--- config.mk ---
export PLATFORM = sky130hd
export DESIGN_NAME = if_neuron_update
export DESIGN_NICKNAME = d
export VERILOG_FILES = /design/src/rtl/if_neuron_update.sv
export SDC_FILE = /design/constraint.sdc
export NUM_CORES = 2
export LEC_CHECK = 0
export ABC_AREA = 1
export CORE_ASPECT_RATIO = 1.75
export CORE_MARGIN = 3
export CORE_UTILIZATION = 66
export CTS_CLUSTER_DIAMETER = 100
export DETAILED_ROUTE_END_ITERATION = 7
export GPL_TIMING_DRIVEN = 0
export HOLD_SLACK_MARGIN = 0.02
export PLACE_DENSITY = 0.89
export RECOVER_POWER = 25
export SYNTH_ARGS = -nofsm -noshare
export SYNTH_HDL_FRONTEND = slang
export SYNTH_SLANG_ARGS = --single-unit
--- constraint.sdc ---
create_clock -name clk -period 35.1 [get_ports clk]
set_clock_uncertainty 0.15 [all_clocks]
set_input_delay 7.02 -clock clk [delete_from_list [all_inputs] [get_ports clk]]
set_output_delay 7.02 -clock clk [all_outputs]
set_load 0.01 [all_outputs]
--- src/rtl/if_neuron_update.sv ---
module if_neuron_update #(
  parameter int W      = 16,
  parameter int FRAC   = 8,
  parameter int REFR_W = 8
) (
  input  logic         clk,
  input  logic         rst,
  input  logic         cfg_we,
  input  logic [2:0]   cfg_addr,
  input  logic [W-1:0] cfg_wdata,
  input  logic         start,
  input  logic [W-1:0] syn_ex,
  input  logic [W-1:0] syn_in,
  input  logic [W-1:0] ext_in,
  output logic         busy,
  output logic         update_done,
  output logic         spike,
  output logic [W-1:0] v_out,
  output logic [W-1:0] gex_out,
  output logic [W-1:0] gin_out
);
  localparam int XW = 2*W + 2;
  localparam logic signed [XW-1:0] MAXV = XW'((1 << (W-1)) - 1);
  localparam logic signed [XW-1:0] MINV = -XW'(1 << (W-1));
  localparam logic signed [XW-1:0] HALF = XW'(1 << (FRAC-1));

  typedef enum logic [2:0] {ST_IDLE, ST_EX, ST_IN, ST_TGT, ST_REL} st_t;
  st_t st;

  logic signed [W-1:0] c_rest, c_gain, c_off, c_thr, c_dex, c_din, c_rel;
  logic [REFR_W-1:0]   c_refr, refr_cnt;
  logic signed [W-1:0] gex, gin, v, tgt;
  logic signed [W-1:0] l_ex, l_in, l_drv;

  function automatic logic signed [W-1:0] sat(input logic signed [XW-1:0] x);
    if (x > MAXV)      sat = MAXV[W-1:0];
    else if (x < MINV) sat = MINV[W-1:0];
    else               sat = x[W-1:0];
  endfunction

  function automatic logic signed [XW-1:0] ext(input logic signed [W-1:0] x);
    ext = XW'(x);
  endfunction

  logic signed [W-1:0]  mul_a, mul_b, mul_q, v_next;
  logic signed [XW-1:0] mul_p;

  always_comb begin
    mul_a = '0;
    mul_b = '0;
    unique case (st)
      ST_EX:  begin mul_a = sat(ext(gex) + ext(l_ex)); mul_b = c_dex; end
      ST_IN:  begin mul_a = sat(ext(gin) + ext(l_in)); mul_b = c_din; end
      ST_TGT: begin
        mul_a = sat(ext(gex) - ext(gin) + ext(l_drv) - ext(c_off));
        mul_b = c_gain;
      end
      ST_REL: begin mul_a = sat(ext(v) - ext(tgt)); mul_b = c_rel; end
      default: ;
    endcase
  end

  assign mul_p  = (ext(mul_a) * ext(mul_b) + HALF) >>> FRAC;
  assign mul_q  = sat(mul_p);
  assign v_next = sat(ext(tgt) + ext(mul_q));

  always_ff @(posedge clk) begin
    if (rst) begin
      c_rest <= '0; c_gain <= '0; c_off <= '0; c_thr <= '0;
      c_dex  <= '0; c_din  <= '0; c_rel <= '0; c_refr <= '0;
    end else if (cfg_we) begin
      unique case (cfg_addr)
        3'd0: c_rest <= cfg_wdata;
        3'd1: c_gain <= cfg_wdata;
        3'd2: c_off  <= cfg_wdata;
        3'd3: c_thr  <= cfg_wdata;
        3'd4: c_dex  <= cfg_wdata;
        3'd5: c_din  <= cfg_wdata;
        3'd6: c_rel  <= cfg_wdata;
        3'd7: c_refr <= cfg_wdata[REFR_W-1:0];
      endcase
    end
  end

  always_ff @(posedge clk) begin
    if (rst) begin
      st <= ST_IDLE;
      gex <= '0; gin <= '0; v <= '0; tgt <= '0;
      l_ex <= '0; l_in <= '0; l_drv <= '0;
      refr_cnt <= '0; spike <= 1'b0; update_done <= 1'b0;
    end else begin
      update_done <= 1'b0;
      unique case (st)
        ST_IDLE: if (start) begin
          l_ex <= syn_ex; l_in <= syn_in; l_drv <= ext_in;
          spike <= 1'b0;
          st <= ST_EX;
        end
        ST_EX:  begin gex <= mul_q; st <= ST_IN; end
        ST_IN:  begin gin <= mul_q; st <= ST_TGT; end
        ST_TGT: begin tgt <= sat(ext(c_rest) + ext(mul_q)); st <= ST_REL; end
        ST_REL: begin
          if (refr_cnt != '0) begin
            refr_cnt <= refr_cnt - 1'b1;
          end else if (v_next > c_thr) begin
            spike <= 1'b1;
            v <= c_rest;
            refr_cnt <= c_refr;
          end else begin
            v <= v_next;
          end
          update_done <= 1'b1;
          st <= ST_IDLE;
        end
        default: st <= ST_IDLE;
      endcase
    end
  end

  assign busy    = (st != ST_IDLE);
  assign v_out   = v;
  assign gex_out = gex;
  assign gin_out = gin;
endmodule


[Word-level counts from Yosys, hierarchy flattened]
Cells that the tools add are included.
Cells by class
  add/sub/neg operators: 10
  multipliers: 1
  magnitude comparators: 15
  eq/ne operators: 14
  multiplexer cells: 26
  bitwise operators: 1
  reduce and logical (&&, ||, !) cells: 18
Operators by type and width (number)
  16-bit two-way mux: 15
  16-bit one-hot mux with 4 select lines: 2
  17-bit by 16-bit greater-than comparator with 1-bit output (second input constant): 5
  17-bit by 16-bit < comparator with 1-bit output (second input constant): 5
  16-bit by 16-bit adder with 17-bit output: 4
  16-bit by 16-bit subtractor with 17-bit output: 2
  32-bit by 9-bit adder with 33-bit output (second input constant): 1
  16-bit by 16-bit multiplier with 32-bit output: 1
  25-bit by 16-bit greater-than comparator with 1-bit output (second input constant): 1
  25-bit by 16-bit < comparator with 1-bit output (second input constant): 1
  2-bit AND reduction: 11
  19-bit by 16-bit greater-than comparator with 1-bit output (second input constant): 1
  19-bit by 16-bit < comparator with 1-bit output (second input constant): 1
  18-bit by 16-bit subtractor with 19-bit output: 1
  17-bit by 16-bit adder with 18-bit output: 1
  16-bit greater-than comparator: 1
  8-bit two-way mux: 2
  3-bit equality test (second input constant): 5
  3-bit by 2-bit equality test with 1-bit output (second input constant): 4
  3-bit one-hot mux with 4 select lines: 1
  8-bit nonzero test: 1
  8-bit by 1-bit subtractor with 8-bit output (second input constant): 1
  3-bit by 1-bit equality test with 1-bit output (second input constant): 2
  3-bit logical NOT: 2
  8 further kinds: 14
Storage, ports and cells
  register bits: 245
  input port bits: 71
  output and inout port bits: 51
  logic and storage cells: 104

[Logic depth before layout (Yosys ltp)]
  depth in word-level cells: 20
  mapped depth: 90
  depth with buffers taken out: 87

[Worst setup path before layout]
Ideal clock, no wire load.
  kind: reg2reg
  start point: register gin[0], in the netlist gin_out[0]
  end point: register v[10], in the netlist v_out[10]
  setup time: 65 ps
  arrival time: 13864 ps
  required time: 34885 ps
  slack: 21021 ps
  cell stages (with the launch flop): 82
  buffers on the path: 4
  clock period less this slack: 14079 ps
  path through: dfxtp_1 -> inv_1 -> fa_1 -> inv_1 -> fa_1 -> inv_1 -> ha_1 -> inv_1 -> fa_1 -> inv_1 -> nand2_1 -> nand2_1 -> nand3_1 -> nand2_2 -> nand2_1 -> nand2_2 -> nand2_2 -> nand2_1 -> (+46 left out) -> a22oi_1 -> nor2_1 -> clkbuf_1 -> o21ai_0 -> ha_1 -> nand2_1 -> inv_1 -> nand3_1 -> o221ai_1 -> nand2_1 -> o2111ai_1 -> or3b_2 -> nand2_1 -> inv_1 -> nor2_1 -> clkbuf_1 -> a21oi_1 -> nor2_1
Between the ends
  word-level cells in the longest chain between the ends: 18
  elaborated cells on any way between the ends: 26
  classes of those cells: 6 x add/sub; 1 x mul; 9 x order compare; 10 x mux
Ends and longest elaborated chain
  start: declaration: line 32  | logic signed [W-1:0] gex, gin, v, tgt;
  start signal: assignment: line 88  | gex <= '0; gin <= '0; v <= '0; tgt <= '0;
  start signal: assignment: line 100  | ST_IN: begin gin <= mul_q; st <= ST_TGT; end
  16-bit by 16-bit subtractor with 17-bit output: line 55  | mul_a = sat(ext(gex) - ext(gin) + ext(l_drv) - ext(c_off));
  17-bit by 16-bit adder with 18-bit output: line 55
  18-bit by 16-bit subtractor with 19-bit output: line 55
  19-bit by 16-bit < comparator with 1-bit output: line 37  | else if (x < MINV) sat = MINV[W-1:0];
  16-bit two-way mux: line 37
  16-bit two-way mux: line 36  | if (x > MAXV) sat = MAXV[W-1:0];
  16-bit one-hot mux with 4 select lines *: line 51  | unique case (st)
  16-bit by 16-bit multiplier with 32-bit output *: line 63  | assign mul_p = (ext(mul_a) * ext(mul_b) + HALF) >>> FRAC;
  (+3 left out)
  16-bit two-way mux *: line 36
  named net mul_q[0]: line 45  | logic signed [W-1:0] mul_a, mul_b, mul_q, v_next;
  16-bit by 16-bit adder with 17-bit output *: line 65  | assign v_next = sat(ext(tgt) + ext(mul_q));
  17-bit by 16-bit < comparator with 1-bit output: line 37
  16-bit two-way mux: line 37
  16-bit two-way mux *: line 36
  16-bit greater-than comparator: line 105  | end else if (v_next > c_thr) begin
  16-bit two-way mux *: line 105
  end signal: assignment: line 107  | v <= c_rest;
  end signal: assignment: line 110  | v <= v_next;
  end: declaration: line 32
The timed path passes the listed nets; every way through them passes the cells marked *.
A chain may end at the register's enable or synchronous reset.

[Worst setup path in the final report]
  start point: register gin[0], in the netlist gin_out[0]
  end point: register v[11], in the netlist v_out[11]
The elaborated chain is that of the path after synthesis.

==> impl_metrics.yaml <==
run_status:
  status: "finished, final reports clean"
yosys:
  syn_area_sq_um: 26500
  synth_ff_type: "dfxtp_1"
  seq_area_frac_synth_pct: 18.5
  yosysWarnings: 0
  syn_nets: 4212
  avgSynthCellArea_sq_um: 7.28
  synth-edff-count: 0
  yosys.cell_types.count: 57
  synthCells: 3641
  ys_ff_latch: 245
  postSynth.asyncResetShare_pct: 0
final_layout:
  fin_cells: 4292
  n_fill_cell: 3167
  syn2layout_area_growth_pct: 9.83
  fin_nets: 4355
  fin_area_sq_um: 29100
  final-seq-area_sq_um: 4900
  drive_above_1_share_pct: 3.29
  layout_commonest_cell: "inv_1"
  utilization_pct: 73.9
  mostFrequentLayoutCells: "inv_1, nand2_1, nor2_1"
  multi_input_comb_area_sq_um: 18300
floorplan:
  dieArea_sq_um: 42700
  die_height_um: 271
  initial_core_util_pct: 67.3
  core_area_sq_um: 39400
  rows: 96
  die_width_um: 158
  io_pins: 122
clocking:
  htreeDepth: 1
  clk_pin_slew_worst_paths_ns: 0.07
  cts-root-buf: "clkbuf_16"
  cts-resized-gates: 0
  tritoncts: "yes"
  cts_hold_buf: 0
  numCtsBuffers: 23
  clk_path_buf_depth: 3
  post_cts_buffers: 0
  clkSinkCount: 245
  insertion_delay_ns: 0.58
setup_path:
  crit_slowest_cell: "nor2_1"
  crit_type: "reg2reg"
  cp_data_arrival_time_ns: 19.19
  endpoint_kind: "flop"
  critPathRequiredTime_ns: 35.38
  cp-start-kind: "flop"
  cp_max_fo: 10
  cp_common_cell: "nand2_1"
  max_stage_delay_ns: 0.99
place:
  pre_cts_slack_ns: 17.18
  routabilityCongestion: 1.07
  port_buffers: 117
  dpl.cell_count: 4249
  hpwl_mm: 76.2
  place_area_sq_um: 28300
global_route:
  antenna_found_initial: 1
  grt_pass1_wl_mm: 145
  grt_pass1_vias: 26432
  overflow: 0
  grt_usage_pct: 44.9
  grt_max_degree: 17
sta:
  period_needed_ns: 18.91
  relSlewSlack_pct: 16.5
  hold_viol: 0
  holdWs_ns: 0.307
  rsz0062_at_grt: "false"
  worst_slew_pin_slew_ns: 1.25
  fmax_mhz: 52.9
  drv_slew: 0
  period_share_pct: 53.9
  worst_slack_ns: 16.19
  finalSetupViolations: 0
  setup_tns_ns: 0
pwr:
  peakVddDrop_mv: 0.0379
  total_power_mw: 1.56
  power_density_nw_per_um2: 53.4
  p_leak_nw: 14.6
detailed_routing:
  drt_pass1_iterations: 8
  drt_iter0_markers: 2291
  vias: 25795
  via_per_inst: 6.01
  wl_mm: 94.8
  ant_nets: 0
  drcViolationCount: 0
  wl_per_cell_um: 22.1
min_path:
  hp-class: "reg2reg"
job:
  drv_cap: 0
==> cells in the mapped netlist (3+ instances only) <==
cell       count  area, sq um
and3_1         4         25.0
xnor2_1       44          385
o21a_1         5         37.5
xor2_1        61          534
nor4_1         4         25.0
nand4_1       11         68.8
ha_1         194         2430
o211ai_1       5         37.5
nand2_2       35          219
clkbuf_1      84          315
nand3b_1       6         45.0
o221ai_1      23          201
nand3_2        4         40.0
nand2_4        4         45.0
o21bai_1      17          128
o22ai_1       16          100
dfxtp_1      245         4900
nor3_1        22          110
o21ai_0      245         1230
buf_1          5         18.8
nand3_1       90          450
buf_6          4         45.0
inv_2         17         63.8
buf_2          6         30.0
a22oi_1        3         22.5
clkinv_1      12         45.0
a31oi_1       32          200
a22o_1         9         78.8
nand2_1      584         2190
a211oi_1      14          105
nor2_2         5         31.3
o2111ai_1      3         26.3
fa_1         306         6130
nor2_1       515         1930
a21oi_1      236         1180
inv_1        737         2770
buf_4          4         30.0
a21o_1         3         22.5
and2_1         4         25.0
==> routing by layer <==
layer	wire (um)	track usage [%]
met1	27700	42.8
met2	45100	74.1
met3	8440	11.2
met4	13500	47.5
met5	16	0
==> critical path: cells and delay by family (launching register included) <==
| family | cells | cell delay, ns |
|---|---|---|
| xor gates and xnor gates | 1 | 0.37 |
| AOI/OAI and AO/OA | 19 | 3.76 |
| and+or+nand+nor | 32 | 5.15 |
| buffers and inverters | 17 | 2.64 |
| DFF | 1 | 0.47 |
| adders and majority gates | 13 | 6.17 |
==> cell type report <==
| class | instances | area share [%] |
|---|---|---|
| Tap cell | 490 | 2.11 |
| Sequential cell | 245 | 16.8 |
| Multi-Input combinational cell | 2525 | 62.8 |
| Buffer | 105 | 1.55 |
| Antenna cell | 2 | 0.0172 |
| Inverter | 766 | 9.87 |
| Clock inverter | 12 | 0.653 |
| Clock buffer | 29 | 2.16 |
| Timing Repair Buffer | 118 | 4.03 |
==> final timing paths <==
path | from | slack, ns | cells past startpoint | endpoint
worst max-delay path | gin_out[0] | 16.19 | 82 | v_out[11]
worst min-delay path | c_din[6] | 0.31 | 2 | c_din[6]
worst max register to register | gin_out[0] | 16.19 | 82 | v_out[11]
worst min register to register | c_din[6] | 0.31 | 2 | c_din[6]
==> cell families after synthesis <==
group           after synthesis  share of synthesized area (%)
simple gates               1295                           19.9
flops                       245                           18.5
fa+ha+maj                   500                           32.3
xor+xnor                    106                           3.57
compound gates              624                           13.2
buf+inv                     871                           12.6
==> power by group <==
part / total (mW) / internal, mW / switching, mW / leakage (nW)
clock network: 0.282 / 0.158 / 0.123 / 0.392
logic: 0.950 / 0.307 / 0.643 / 12.2
registers: 0.324 / 0.300 / 0.0239 / 2.00
total: 1.56 / 0.766 / 0.790 / 14.6
No activity file was read; power rests on OpenSTA's default activity.
